===== src/rtl/vpf_pkg.sv =====
package vpf_pkg;

  typedef enum logic [1:0] {
    ST_IDLE = 2'd0,
    ST_HDR  = 2'd1,
    ST_PIX  = 2'd2
  } vpf_state_e;

  // Pixel beats in one packet.
  function automatic int unsigned pix_total(input int unsigned w, input int unsigned h);
    return w * h;
  endfunction

  // Counter width able to hold indices 0 .. total-1.
  function automatic int unsigned cnt_width(input int unsigned total);
    return (total > 1) ? $clog2(total) : 1;
  endfunction

  // True when the given pixel index is the final one of the packet.
  function automatic logic at_terminal(input int unsigned idx, input int unsigned total);
    return idx == (total - 1);
  endfunction

endpackage


===== src/rtl/vpf_ready_tracker.sv =====
module vpf_ready_tracker (
  input  logic clk,
  input  logic rst_n,
  input  logic ready,
  output logic ready_q
);

  always_ff @(posedge clk) begin
    if (!rst_n) ready_q <= 1'b0;
    else        ready_q <= ready;
  end

endmodule


===== src/rtl/vpf_pixel_counter.sv =====
module vpf_pixel_counter
  import vpf_pkg::*;
#(
  parameter int unsigned TOTAL = 16,
  localparam int unsigned CW   = cnt_width(TOTAL)
) (
  input  logic          clk,
  input  logic          rst_n,
  input  logic          clear,
  input  logic          step,
  output logic [CW-1:0] cnt,
  output logic          last
);

  assign last = at_terminal(int'(cnt), TOTAL);

  always_ff @(posedge clk) begin
    if (!rst_n)     cnt <= '0;
    else if (clear) cnt <= '0;
    else if (step)  cnt <= last ? '0 : cnt + 1'b1;
  end

  a_r5_cnt_bound: assert property (@(posedge clk) disable iff (!rst_n)
    int'(cnt) < TOTAL);

endmodule


===== src/rtl/vpf_seq_ctrl.sv =====
module vpf_seq_ctrl
  import vpf_pkg::*;
(
  input  logic       clk,
  input  logic       rst_n,
  input  logic       frame_start,
  input  logic       frame_end,
  input  logic       ready_q,
  input  logic       fifo_empty,
  input  logic       last_pix,
  output vpf_state_e state_q,
  output logic       hdr_fire,
  output logic       pix_fire,
  output logic       err_q
);

  vpf_state_e state_d;
  logic       owed_q;
  logic       start_accept;
  logic       start_reject;
  logic       end_orphan;

  assign start_accept = frame_start && (state_q == ST_IDLE);
  assign start_reject = frame_start && (state_q != ST_IDLE);
  assign end_orphan   = frame_end && !owed_q;

  assign hdr_fire = (state_q == ST_HDR) && ready_q;
  assign pix_fire = (state_q == ST_PIX) && ready_q && !fifo_empty;

  always_comb begin
    state_d = state_q;
    case (state_q)
      ST_IDLE: if (start_accept)         state_d = ST_HDR;
      ST_HDR:  if (hdr_fire)             state_d = ST_PIX;
      ST_PIX:  if (pix_fire && last_pix) state_d = ST_IDLE;
      default:                           state_d = ST_IDLE;
    endcase
  end

  always_ff @(posedge clk) begin
    if (!rst_n) begin
      state_q <= ST_IDLE;
      owed_q  <= 1'b0;
      err_q   <= 1'b0;
    end else begin
      state_q <= state_d;
      if (start_accept)   owed_q <= 1'b1;
      else if (frame_end) owed_q <= 1'b0;
      if (start_reject || end_orphan) err_q <= 1'b1;
    end
  end

  a_r6_err_sticky: assert property (@(posedge clk) disable iff (!rst_n)
    err_q |=> err_q);

  a_r6_reject_flags: assert property (@(posedge clk) disable iff (!rst_n)
    start_reject |=> err_q);

  a_r7_orphan_flags: assert property (@(posedge clk) disable iff (!rst_n)
    end_orphan |=> err_q);

  a_r2_hdr_opens_pixels: assert property (@(posedge clk) disable iff (!rst_n)
    hdr_fire |=> (state_q == ST_PIX));

endmodule


===== src/rtl/vid_pkt_framer.sv =====
module vid_pkt_framer
  import vpf_pkg::*;
#(
  parameter int unsigned DATA_W  = 24,
  parameter int unsigned FRAME_W = 720,
  parameter int unsigned FRAME_H = 288
) (
  input  logic              clk,
  input  logic              rst_n,
  input  logic              frame_start,
  input  logic              frame_end,
  input  logic [DATA_W-1:0] fifo_rdata,
  input  logic              fifo_empty,
  output logic              fifo_rd,
  input  logic              src_ready,
  output logic              src_valid,
  output logic [DATA_W-1:0] src_data,
  output logic              src_sop,
  output logic              src_eop,
  output logic              seq_err
);

  localparam int unsigned TOTAL = pix_total(FRAME_W, FRAME_H);
  localparam int unsigned CW    = cnt_width(TOTAL);

  logic          ready_q;
  logic          hdr_fire;
  logic          pix_fire;
  logic          last_pix;
  logic [CW-1:0] pix_idx;
  vpf_state_e    state_q;

  vpf_ready_tracker u_ready (
    .clk     (clk),
    .rst_n   (rst_n),
    .ready   (src_ready),
    .ready_q (ready_q)
  );

  vpf_pixel_counter #(.TOTAL(TOTAL)) u_count (
    .clk   (clk),
    .rst_n (rst_n),
    .clear (hdr_fire),
    .step  (pix_fire),
    .cnt   (pix_idx),
    .last  (last_pix)
  );

  vpf_seq_ctrl u_ctrl (
    .clk         (clk),
    .rst_n       (rst_n),
    .frame_start (frame_start),
    .frame_end   (frame_end),
    .ready_q     (ready_q),
    .fifo_empty  (fifo_empty),
    .last_pix    (last_pix),
    .state_q     (state_q),
    .hdr_fire    (hdr_fire),
    .pix_fire    (pix_fire),
    .err_q       (seq_err)
  );

  assign fifo_rd   = pix_fire;
  assign src_valid = hdr_fire || pix_fire;
  assign src_sop   = hdr_fire;
  assign src_eop   = pix_fire && last_pix;
  assign src_data  = pix_fire ? fifo_rdata : '0;

  a_r3_valid_after_ready: assert property (@(posedge clk) disable iff (!rst_n)
    src_valid |-> $past(src_ready));

  a_r9_no_read_empty: assert property (@(posedge clk) disable iff (!rst_n)
    fifo_rd |-> !fifo_empty);

  a_r2_sop_zero: assert property (@(posedge clk) disable iff (!rst_n)
    src_sop |-> (src_valid && (src_data == '0) && !src_eop));

  a_r5_eop_on_pixel: assert property (@(posedge clk) disable iff (!rst_n)
    src_eop |-> (src_valid && fifo_rd && !src_sop));

  a_r8_quiet_after_eop: assert property (@(posedge clk) disable iff (!rst_n)
    src_eop |=> !src_valid);

endmodule


===== config.mk =====
export PLATFORM = sky130hd
export DESIGN_NAME = vid_pkt_framer
export DESIGN_NICKNAME = d
export VERILOG_FILES = /design/src/rtl/vpf_pkg.sv /design/src/rtl/vpf_ready_tracker.sv /design/src/rtl/vpf_pixel_counter.sv /design/src/rtl/vpf_seq_ctrl.sv /design/src/rtl/vid_pkt_framer.sv
export SDC_FILE = /design/constraint.sdc
export NUM_CORES = 1
export LEC_CHECK = 0
export ABC_AREA = 1
export BUFFER_PORTS_ARGS = -buffer_cell sky130_fd_sc_hd__buf_2
export CAP_MARGIN = 40
export CORE_MARGIN = 2
export CORE_UTILIZATION = 42
export DETAILED_ROUTE_END_ITERATION = 8
export PLACE_DENSITY = 0.77
export SLEW_MARGIN = 30
export SYNTH_ARGS = -nofsm -noshare
export SYNTH_HDL_FRONTEND = slang
export SYNTH_SLANG_ARGS = --single-unit
export TNS_END_PERCENT = 20

===== constraint.sdc =====
create_clock -name clk -period 2.5 [get_ports clk]
set_input_delay 0 -clock clk [delete_from_list [all_inputs] [get_ports clk]]
set_output_delay 0 -clock clk [all_outputs]
set_load 0.05 [all_outputs]

==> results of run 1 <==
==> logic make-up (layout without fill, tap and decap cells) <==
group,count (synthesis),in the layout,synth area share
simple gates,133,133,0.4559
flops,23,23,0.3124
buf+inv,52,117,0.1418
xor+xnor,4,4,0.02377
fa+ha+maj,1,1,0.008488
compound gates,16,16,0.05772
==> cells in the final DEF, fill, tap and decap left out, types with 6 or more instances in the layout <==
| master | count |
|---|---|
| nand2_1 | 34 |
| a21oi_1 | 9 |
| nand3_1 | 11 |
| buf_2 | 58 |
| dlygate4sd3_1 | 6 |
| nor2_1 | 51 |
| nor3_1 | 11 |
| nand4_1 | 6 |
| dfxtp_1 | 23 |
| inv_1 | 46 |
==> worst paths after layout <==
path	to	startpoint
hold / removal	u_count.cnt[15]	fifo_empty
hold reg to reg	u_count.cnt[2]	u_count.cnt[2]
setup reg to reg	u_count.cnt[5]	u_ctrl.state_q[0]
setup / recovery	src_data[3]	u_ctrl.state_q[0]
==> metal layers <==
layer  GRT usage  wire length (µm)
met5           0                 0
met4     0.09783                99
met3     0.03036               260
met2      0.3032              1575
met1      0.1956              1414
==> sequential cells by signal (all words and copies together) (netlist names) <==
register and flops:
u_ctrl.owed_q 1, u_ctrl.err_q 1, u_count.cnt 18, u_ready.ready_q 1, u_ctrl.state_q 2
==> metrics by stage <==
| step | hold slack [ns] | instances | total power [mW] | instance area (µm²) |
|---|---|---|---|---|
| after floorplan | 0.09345 | 229 | 0.4295 | 1474 |
| after global placement | 0.1979 | 329 | 0.4606 | 1793 |
| after detailed placement | 0.2009 | 329 | 0.4623 | 1793 |
| after CTS | 0.1974 | 339 | 0.6468 | 1879 |
| after global routing | 0.2272 | 340 | 0.6741 | 1894 |
| final | 0.1894 | 340 | 0.6422 | 1894 |
==> worst max-delay path, stage by stage (launching register included) <==
cell,delay (ns)
dfxtp_1,0.36
inv_2,0.08
nand2_4,0.06
nor2_8,0.24
inv_1,0.27
buf_8,0.23
nor2_1,0.09
buf_2,0.27
==> final cells by class <==
| cell class | instances | area share |
|---|---|---|
| Multi-Input combinational cell | 154 | 0.4247 |
| Sequential cell | 23 | 0.2431 |
| Timing Repair Buffer | 65 | 0.1929 |
| Inverter | 48 | 0.09511 |
| Tap cell | 46 | 0.03038 |
| Clock buffer | 4 | 0.01387 |
==> power by group through the flow <==
stage	combinational (mW)	sequential, mW	clock, mW
2_1_floorplan	0.0398	0.390	0
4_1_cts	0.0856	0.376	0.185
6_report	0.0856	0.376	0.180
5_1_grt	0.0958	0.378	0.201
3_3_place_gp	0.0763	0.384	0
3_5_place_dp	0.0778	0.385	0
==> flow_metrics.tcl, run 1 <==
set metrics [dict create \
    antenna_cells 0 \
    synth.distinct_cells 31 \
    p_clk_frac 0.281 \
    synth_area_leaders "dfxtp_1, nor2_1, inv_1, nand2_1, nand3_1" \
    setup_viol 0 \
    clockBufferDepth 2 \
    holdPathStages 6 \
    synth-edff-count 0 \
    grt_pass1_vias 1333 \
    multiInputGateArea_um2 804.5 \
    die_w_um 63.24 \
    sw_frac_of_total 0.2645 \
    tightest_slew_ns 0.4474 \
    clock_sinks 23 \
    ys_seq_area_frac 0.3124 \
    synth_top_area_cell "dfxtp_1" \
    fin_ws_ns 0.5666 \
    power_density_mw_per_mm2 339.0 \
    synthCells 229 \
    nets 326 \
    power_frac_seq 0.586 \
    ctsHoldBuffers 6 \
    cts_max_level 1 \
    fillers 336 \
    p_leak_nw 1.033 \
    yosys_warnings 0 \
    drcViolationCount 0 \
    die_y_um 63.24 \
    rsz0062_at_grt "no" \
    avgRoutedWirePerCell_um 9.853 \
    critPathArrivalTime_ns 1.93 \
    drv_cap 0 \
    clock-root-buffer "clkbuf_4" \
    numCtsBuffers 3 \
    hold_class "in2reg" \
    drt_iter0_drc 26 \
    cts_tree "yes" \
    utilization 0.5632 \
    async_flop_share 0 \
    fin_crit_ns 1.933 \
    finalCritPeriodShare 0.7734 \
    rrSetupSlack_ns 0.92 \
    synth_flop_cell "dfxtp_1" \
    syn2layout_area_growth_pct 28.52 \
    dp_slack_ns 0.7099 \
    grt_overflow_total 0 \
    path_class "reg2out" \
    finalSetupTns_ns 0 \
    drt-total-wl_um 3350 \
    dieArea_mm2 0.003999 \
    grt.total_usage 0.1724 \
    combPwrFrac 0.133 \
    initial_core_util 0.4382 \
    ys_seq_elements 23 \
    synth.top_cell.area_share 0.3124 \
    seq_area_um2 460.4 \
    crit_required_ns 2.50 \
    rows 21 \
    post_cts_buffers 0 \
    grt_max_degree 32 \
    place.gp.congestion 0.8891 \
    grt_antenna_before_repair 0 \
    yosysMostFrequentCell "nor2_1" \
    drtAntennaViolNets 0 \
    syn_area_mm2 0.001474 \
    layout-drive-gt1-share 0.2721 \
    netSwitchingPower_mw 0.1698 \
    clock_latency_ns 0.33 \
    cp_max_fo 17 \
    grt_pass1_wl_um 5540 \
    internal-power_mw 0.4723 \
    portBuffers 58 \
    viasPerCell 4.591 \
    end_kind "output pin" \
    fmax_mhz 517.2 \
    core_area_mm2 0.003363 \
    path_clk_slew_ns 0.12 \
    synth_nets 260 \
    dr_total_vias 1561 \
    fin_worst_skew_ns 0.001994 \
    status "completed" \
    ir_drop_mv 0.1958 \
    avgSynthCellArea_um2 6.436 \
    finalMaxSlewViolations 0 \
    timing.slew.headroom 0.7014 \
    rr_worst_depth 8 \
    dp_hpwl_um 2562 \
    hold_viol 0 \
    cts-resized-gates 0 \
    synth_top_cells_by_count "nor2_1, inv_1, nand2_1" \
    first_pass_iters 5 \
    boundaryPins 59 \
    worstSetupStartpointType "register" \
]
(Power assumes the default switching activity.)
==> run 2: changes to the inputs <==
--- a/config.mk
+++ b/config.mk
@@ -5,13 +5,13 @@
 export SDC_FILE = /design/constraint.sdc
 export NUM_CORES = 1
 export LEC_CHECK = 0
-export ABC_AREA = 1
+export ABC_AREA = 0
 export BUFFER_PORTS_ARGS = -buffer_cell sky130_fd_sc_hd__buf_2
 export CAP_MARGIN = 40
 export CORE_MARGIN = 2
 export CORE_UTILIZATION = 42
 export DETAILED_ROUTE_END_ITERATION = 8
-export PLACE_DENSITY = 0.77
+export PLACE_DENSITY = 0.81
 export SLEW_MARGIN = 30
 export SYNTH_ARGS = -nofsm -noshare
 export SYNTH_HDL_FRONTEND = slang
==> constraint.sdc (replaced) <==
create_clock -name clk -period 1.6 [get_ports clk]
set_input_delay 0 -clock clk [delete_from_list [all_inputs] [get_ports clk]]
set_output_delay 0 -clock clk [all_outputs]
set_load 0.05 [all_outputs]
==> run 2 against run 1 <==
  * The run now ends with negative setup slack left
  * Wire length grew 35%
  * Clock-buffer cell count down 1
  * Hold slack got worse by 0.16 ns
  * Sequential share of layout area down 4.3 points
  * Core utilization is 20 points higher
  * Critical path type unchanged
  * Largest cell class unchanged
  * Highest routed layer unchanged
==> flow_metrics.tcl, run 2 <==
set metrics [dict create \
    synth_top_cells_by_count "and2_1, dfxtp_1, nor2_1" \
    drv_cap 0 \
    synth_area_leaders "dfxtp_1, and2_1, xnor2_1, nor2_1, nand2_1" \
    worstSetupStartpointType "register" \
    finalMaxSlewViolations 0 \
    die_y_um 60.43 \
    yosys_warnings 0 \
    setup_viol 42 \
    synthCells 160 \
    stdcell_area_mm2 0.002344 \
    seq_area_um2 467.9 \
    tightest_slew_ns 0.4102 \
    syn2layout_area_growth_pct 75.21 \
    combPwrFrac 0.141 \
    hold_class "in2reg" \
    dp_hpwl_um 2524 \
    grt_overflow_total 0 \
    power_frac_seq 0.589 \
    viasPerCell 5.199 \
    portBuffers 58 \
    violations "negative setup slack" \
    avgRoutedWirePerCell_um 15.45 \
    status "finished with violations" \
    dieArea_mm2 0.003652 \
    syn_area_mm2 0.001338 \
    synth_top_area_cell "dfxtp_1" \
    fillers 196 \
    placedCellCount 280 \
    cts_max_level 1 \
    async_flop_share 0 \
    yosysMostFrequentCell "and2_1" \
    critPathArrivalTime_ns 1.79 \
    synth_flop_cell "dfxtp_1" \
    numCtsBuffers 3 \
    grt.total_usage 0.2054 \
    dr_total_vias 1518 \
    synth.top_cell.area_share 0.3442 \
    grt_max_degree 28 \
    layout_common_cells "buf_2, buf_8, and2_4, buf_4, nor2_1" \
    drtAntennaViolNets 0 \
    initial_core_util 0.4381 \
    clockBufferDepth 2 \
    end_kind "output pin" \
    top_regs "u_count.cnt x18, u_ctrl.state_q x2" \
    drt_iter0_drc 111 \
    power_mw 0.9983 \
    power_density_mw_per_mm2 426.0 \
    multiInputGateArea_um2 902.1 \
    die_w_um 60.43 \
    timing.slew.headroom 0.7240 \
    path_clk_slew_ns 0.13 \
    antenna_cells 0 \
    clock-root-buffer "clkbuf_4" \
    first_pass_iters 4 \
    synth-edff-count 0 \
    core_area_mm2 0.003053 \
    top_register "u_count.cnt" \
    largest_register_ff_count 18 \
    placed_cell_area_mm2 0.001869 \
    cp_max_fo 3 \
    drcViolationCount 0 \
    synth.distinct_cells 36 \
    rows 20 \
    p_clk_frac 0.270 \
    layout-drive-gt1-share 0.5202 \
    crit_required_ns 1.60 \
    final_cells 292 \
    path_class "reg2out" \
    internal-power_mw 0.7471 \
    fin_crit_ns 1.788 \
    netSwitchingPower_mw 0.2512 \
    cts_tree "yes" \
    ir_drop_mv 0.2463 \
    clock_latency_ns 0.30 \
    fin_worst_skew_ns 0.002039 \
    nets 280 \
    ys_seq_area_frac 0.3442 \
    fin_ws_ns -0.1880 \
    rsz0062_at_grt "yes" \
    p_leak_nw 1.026 \
    avgSynthCellArea_um2 8.360 \
    clock_sinks 23 \
    boundaryPins 59 \
    fmax_mhz 559.3 \
    drt-total-wl_um 4510 \
    grt_pass1_wl_um 5775 \
    grt_pass1_vias 1424 \
    layout_commonest_cell "buf_2" \
    grt_antenna_before_repair 0 \
    ys_seq_elements 23 \
    synth_nets 191 \
    place.gp.congestion 0.8624 \
    finalCritPeriodShare 1.118 \
    hold_viol 0 \
    sw_frac_of_total 0.2517 \
]
[run 2: cell types whose count changed in the layout (fill, tap and decap cells not counted), sizes merged, moves of 3 or more]
cell	delta
buf	+25
nor3	-6
inv	-41
nand2	-26
nor4	+6
a21oi	-7
xnor2	+9
nand3	-9
and2	+26
nor2	-39
mux2i	+3
[run 2: cell families after synthesis]
group,share of synthesized area
adder cells (fa/ha/maj),0.009353
AO/OA/AOI/OAI,0.07204
AND/OR/NAND/NOR,0.4312
multiplexers,0.02245
buffers and inverters,0.04209
XOR/XNOR,0.07858
flip-flops,0.3442
[run 2: per-layer routing]
layer,global-route usage,wire length [µm],up-vias
met5,0,0,-
met4,0.04969,76,0
met3,0.03838,337,10
met2,0.3882,2289,57
met1,0.2385,1807,725
li1,-,-,726
[run 2: power groups by stage]
stage	Combinational, mW	Sequential, mW	Clock, mW
floorplan	0.0490	0.610	0
global placement	0.115	0.599	0
detailed placement	0.116	0.599	0
CTS	0.126	0.587	0.270
global route	0.151	0.589	0.293
finish	0.141	0.588	0.270
[run 2: repair_timing]
item | CTS | global route
resized for setup | 55 | 57
pin swaps | 4 | 26
gates cloned | 0 | 2
endpoints found under the hold margin | 5 | 0
setup endpoints to repair | 42 | 44
hold buffers | 4 | 0
buffers inserted | 0 | 2
[run 2: final timing paths]
check                                  startpoint                 to  depth (start not counted)  slack (ns)
worst min-delay path                    frame_end       u_ctrl.err_q                          3        0.03
worst max register to register  u_ctrl.state_q[0]  u_ctrl.state_q[1]                          4       -0.08
worst max-delay path            u_ctrl.state_q[0]            src_eop                          4       -0.19
worst min register to register    u_count.cnt[15]    u_count.cnt[15]                          2        0.55
[run 2: stage by stage]
stage	TNS [ns]	utilization	hold slack (ns)	setup slack, ns
after floorplan	-1.351	-	0.1086	-0.1136
after global placement	0	0.6123	0.2214	0.007559
after detailed placement	-0.5227	0.6123	0.2158	-0.04885
after CTS	-3.347	0.6877	0.02028	-0.1556
after global routing	-4.463	0.7676	0.07267	-0.2703
final	-1.787	0.7676	0.02792	-0.1880
[run 2: cell type report]
class / count / share of cell area
Tap cell: 44 / 0.02349
Multi-Input combinational cell: 124 / 0.3849
Timing Repair Buffer: 90 / 0.3657
Clock inverter: 1 / 0.002136
Clock buffer: 3 / 0.009610
Sequential cell: 23 / 0.1997
Inverter: 7 / 0.01442
[run 2: worst max-delay path, stage by stage (launching register included)]
cell       delay, ns
dfxtp_2         0.35
nand4bb_4       0.21
or4_4           0.61
nor3_4          0.14
buf_6           0.18
==> run 3: changes to the inputs <==
--- a/config.mk
+++ b/config.mk
@@ -6,9 +6,9 @@
 export NUM_CORES = 1
 export LEC_CHECK = 0
 export ABC_AREA = 0
+export ABC_CLOCK_PERIOD_IN_PS = 1600
 export BUFFER_PORTS_ARGS = -buffer_cell sky130_fd_sc_hd__buf_2
 export CAP_MARGIN = 40
-export CORE_MARGIN = 2
 export CORE_UTILIZATION = 42
 export DETAILED_ROUTE_END_ITERATION = 8
 export PLACE_DENSITY = 0.81
==> run 3 against run 2 <==
  * The flow still finishes with violations (negative setup slack)
  * Hold slack worse by 0.0049 ns
  * Die area fell by 6.5%
  * Combinational power about the same
  * Wire length rose by 0.18%
  * Register-to-register slack got worse by 0.06 ns
  * Largest cell class unchanged
==> flow_metrics.tcl, run 3 (synthesis results as in run 2) <==
set metrics [dict create \
    status "finished with violations" \
    violations "negative setup slack" \
    grt_overflow_total 0 \
    rows 20 \
    grt_antenna_before_repair 0 \
    r2r-start "u_ctrl.state_q[0]" \
    cp_max_fo 2 \
    final_cells 296 \
    dr_total_vias 1493 \
    fin_crit_ns 1.777 \
    power_density_mw_per_mm2 419.9 \
    fillers 185 \
    antenna_cells 0 \
    first_pass_iters 4 \
    place.gp.congestion 0.8743 \
    path_class "reg2out" \
    min_from "frame_end" \
    tightest_slew_ns 0.3728 \
    drt-total-wl_um 4518 \
    top_register "u_count.cnt" \
    drv_cap 0 \
    fin_worst_skew_ns 0.004705 \
    grt.total_usage 0.2314 \
    fin_ws_ns -0.1774 \
    rr_worst_depth 6 \
    drt_iter0_drc 72 \
    top_regs "u_count.cnt x18, u_ctrl.state_q x2" \
    grt.busiest_layer "met2" \
    clock_sinks 23 \
    rr_endpoint "u_count.cnt[5]" \
    cts_tree "yes" \
    ir_drop_mv 0.3369 \
    clock_latency_ns 0.31 \
    drtAntennaViolNets 0 \
    hold_end "u_ctrl.owed_q" \
    worstSetupStartpointType "register" \
    nets 284 \
    grt_pass1_wl_um 6016 \
    layout_common_cells "buf_2, buf_4, buf_8" \
    boundaryPins 59 \
    finalMaxSlewViolations 0 \
    grt_use_met1 0.2736 \
    avgRoutedWirePerCell_um 15.26 \
    viasPerCell 5.044 \
    setup_viol 33 \
    fmax_mhz 562.6 \
    hold_class "in2reg" \
    dieArea_mm2 0.003414 \
    rsz0062_at_grt "yes" \
    portBuffers 58 \
    power_mw 0.9962 \
    clockBufferDepth 2 \
    initial_core_util 0.4417 \
    largest_register_ff_count 18 \
    layout_commonest_cell "buf_2" \
    cts_max_level 1 \
    end_kind "output pin" \
    grtUsageMet2 0.4236 \
    drcViolationCount 0 \
    layout-drive-gt1-share 0.5159 \
    path_clk_slew_ns 0.12 \
    dp_hpwl_um 2645 \
    placedCellCount 281 \
    grt_max_degree 26 \
    core_area_mm2 0.003028 \
    die_w_um 58.43 \
    critPathArrivalTime_ns 1.78 \
    syn2layout_area_growth_pct 77.36 \
    grt_pass1_vias 1374 \
    finalCritPeriodShare 1.111 \
    timing.slew.headroom 0.7492 \
    holdPathStages 3 \
    crit_required_ns 1.60 \
    hold_viol 0 \
    die_y_um 58.43 \
    rrSetupSlack_ns -0.14 \
    clock-root-buffer "clkbuf_4" \
    numCtsBuffers 3 \
    p_leak_nw 1.061 \
    grt_util_met3 0.03516 \
]
[run 3: worst max path at each step]
stage | from | end | cells past startpoint
global route | u_ready.ready_q | src_eop | 4
finish | u_ctrl.state_q[0] | src_eop | 4
global placement | u_count.cnt[0] | u_count.cnt[7] | 6
floorplan | u_count.cnt[0] | u_count.cnt[0] | 6
CTS | u_ctrl.state_q[0] | src_eop | 4
detailed placement | u_ctrl.state_q[0] | u_count.cnt[13] | 5
[run 3: worst max-delay path: stages, from the launching register on]
cell	delay, ns
dfxtp_2	0.34
nand4bb_4	0.20
or4_4	0.58
nor3_4	0.16
buf_6	0.18
[run 3: repair_timing]
action	4_1_cts	5_1_grt
hold buffers	4	0
endpoints found under the hold margin	5	0
endpoints found under the setup margin	43	44
pin swaps	4	24
gates resized for setup	55	55
gates cloned	0	2
setup buffers	1	4
[run 3: metal layers]
layer,up-vias,wire length [µm],part of all wire
li1,728,-,-
met1,691,1717,0.38
met2,68,2522,0.56
met3,6,231,0.051
met4,0,46,0.010
met5,-,0,0
[run 3: stage by stage]
stage | setup slack (ns) | cell area, µm² | hold WS, ns | setup TNS, ns | utilization
detailed placement | -0.09741 | 1877 | 0.2112 | -0.4816 | 0.6198
finish | -0.1774 | 2372 | 0.02303 | -2.545 | 0.7835
CTS | -0.1378 | 2115 | 0.02028 | -4.302 | 0.6983
global placement | 0.003184 | 1877 | 0.2132 | 0 | 0.6198
floorplan | -0.1136 | 1350 | 0.1086 | -1.351 | -
global route | -0.2356 | 2372 | 0.04378 | -4.754 | 0.7835
[run 3: layout make-up]
| class | count | area (µm²) | area share |
|---|---|---|---|
| clock buffer | 4 | 26.28 | 0.01108 |
| inverter | 7 | 33.78 | 0.01424 |
| multi-input combinational | 124 | 904.6 | 0.3813 |
| sequential | 23 | 465.4 | 0.1962 |
| tap | 44 | 55.05 | 0.02321 |
| timing repair buffer | 94 | 887.1 | 0.3739 |
[run 3: power by group]
group / switching [mW] / internal [mW]
clock: 0.168 / 0.0975
combinational: 0.0710 / 0.0723
sequential: 0.00565 / 0.582
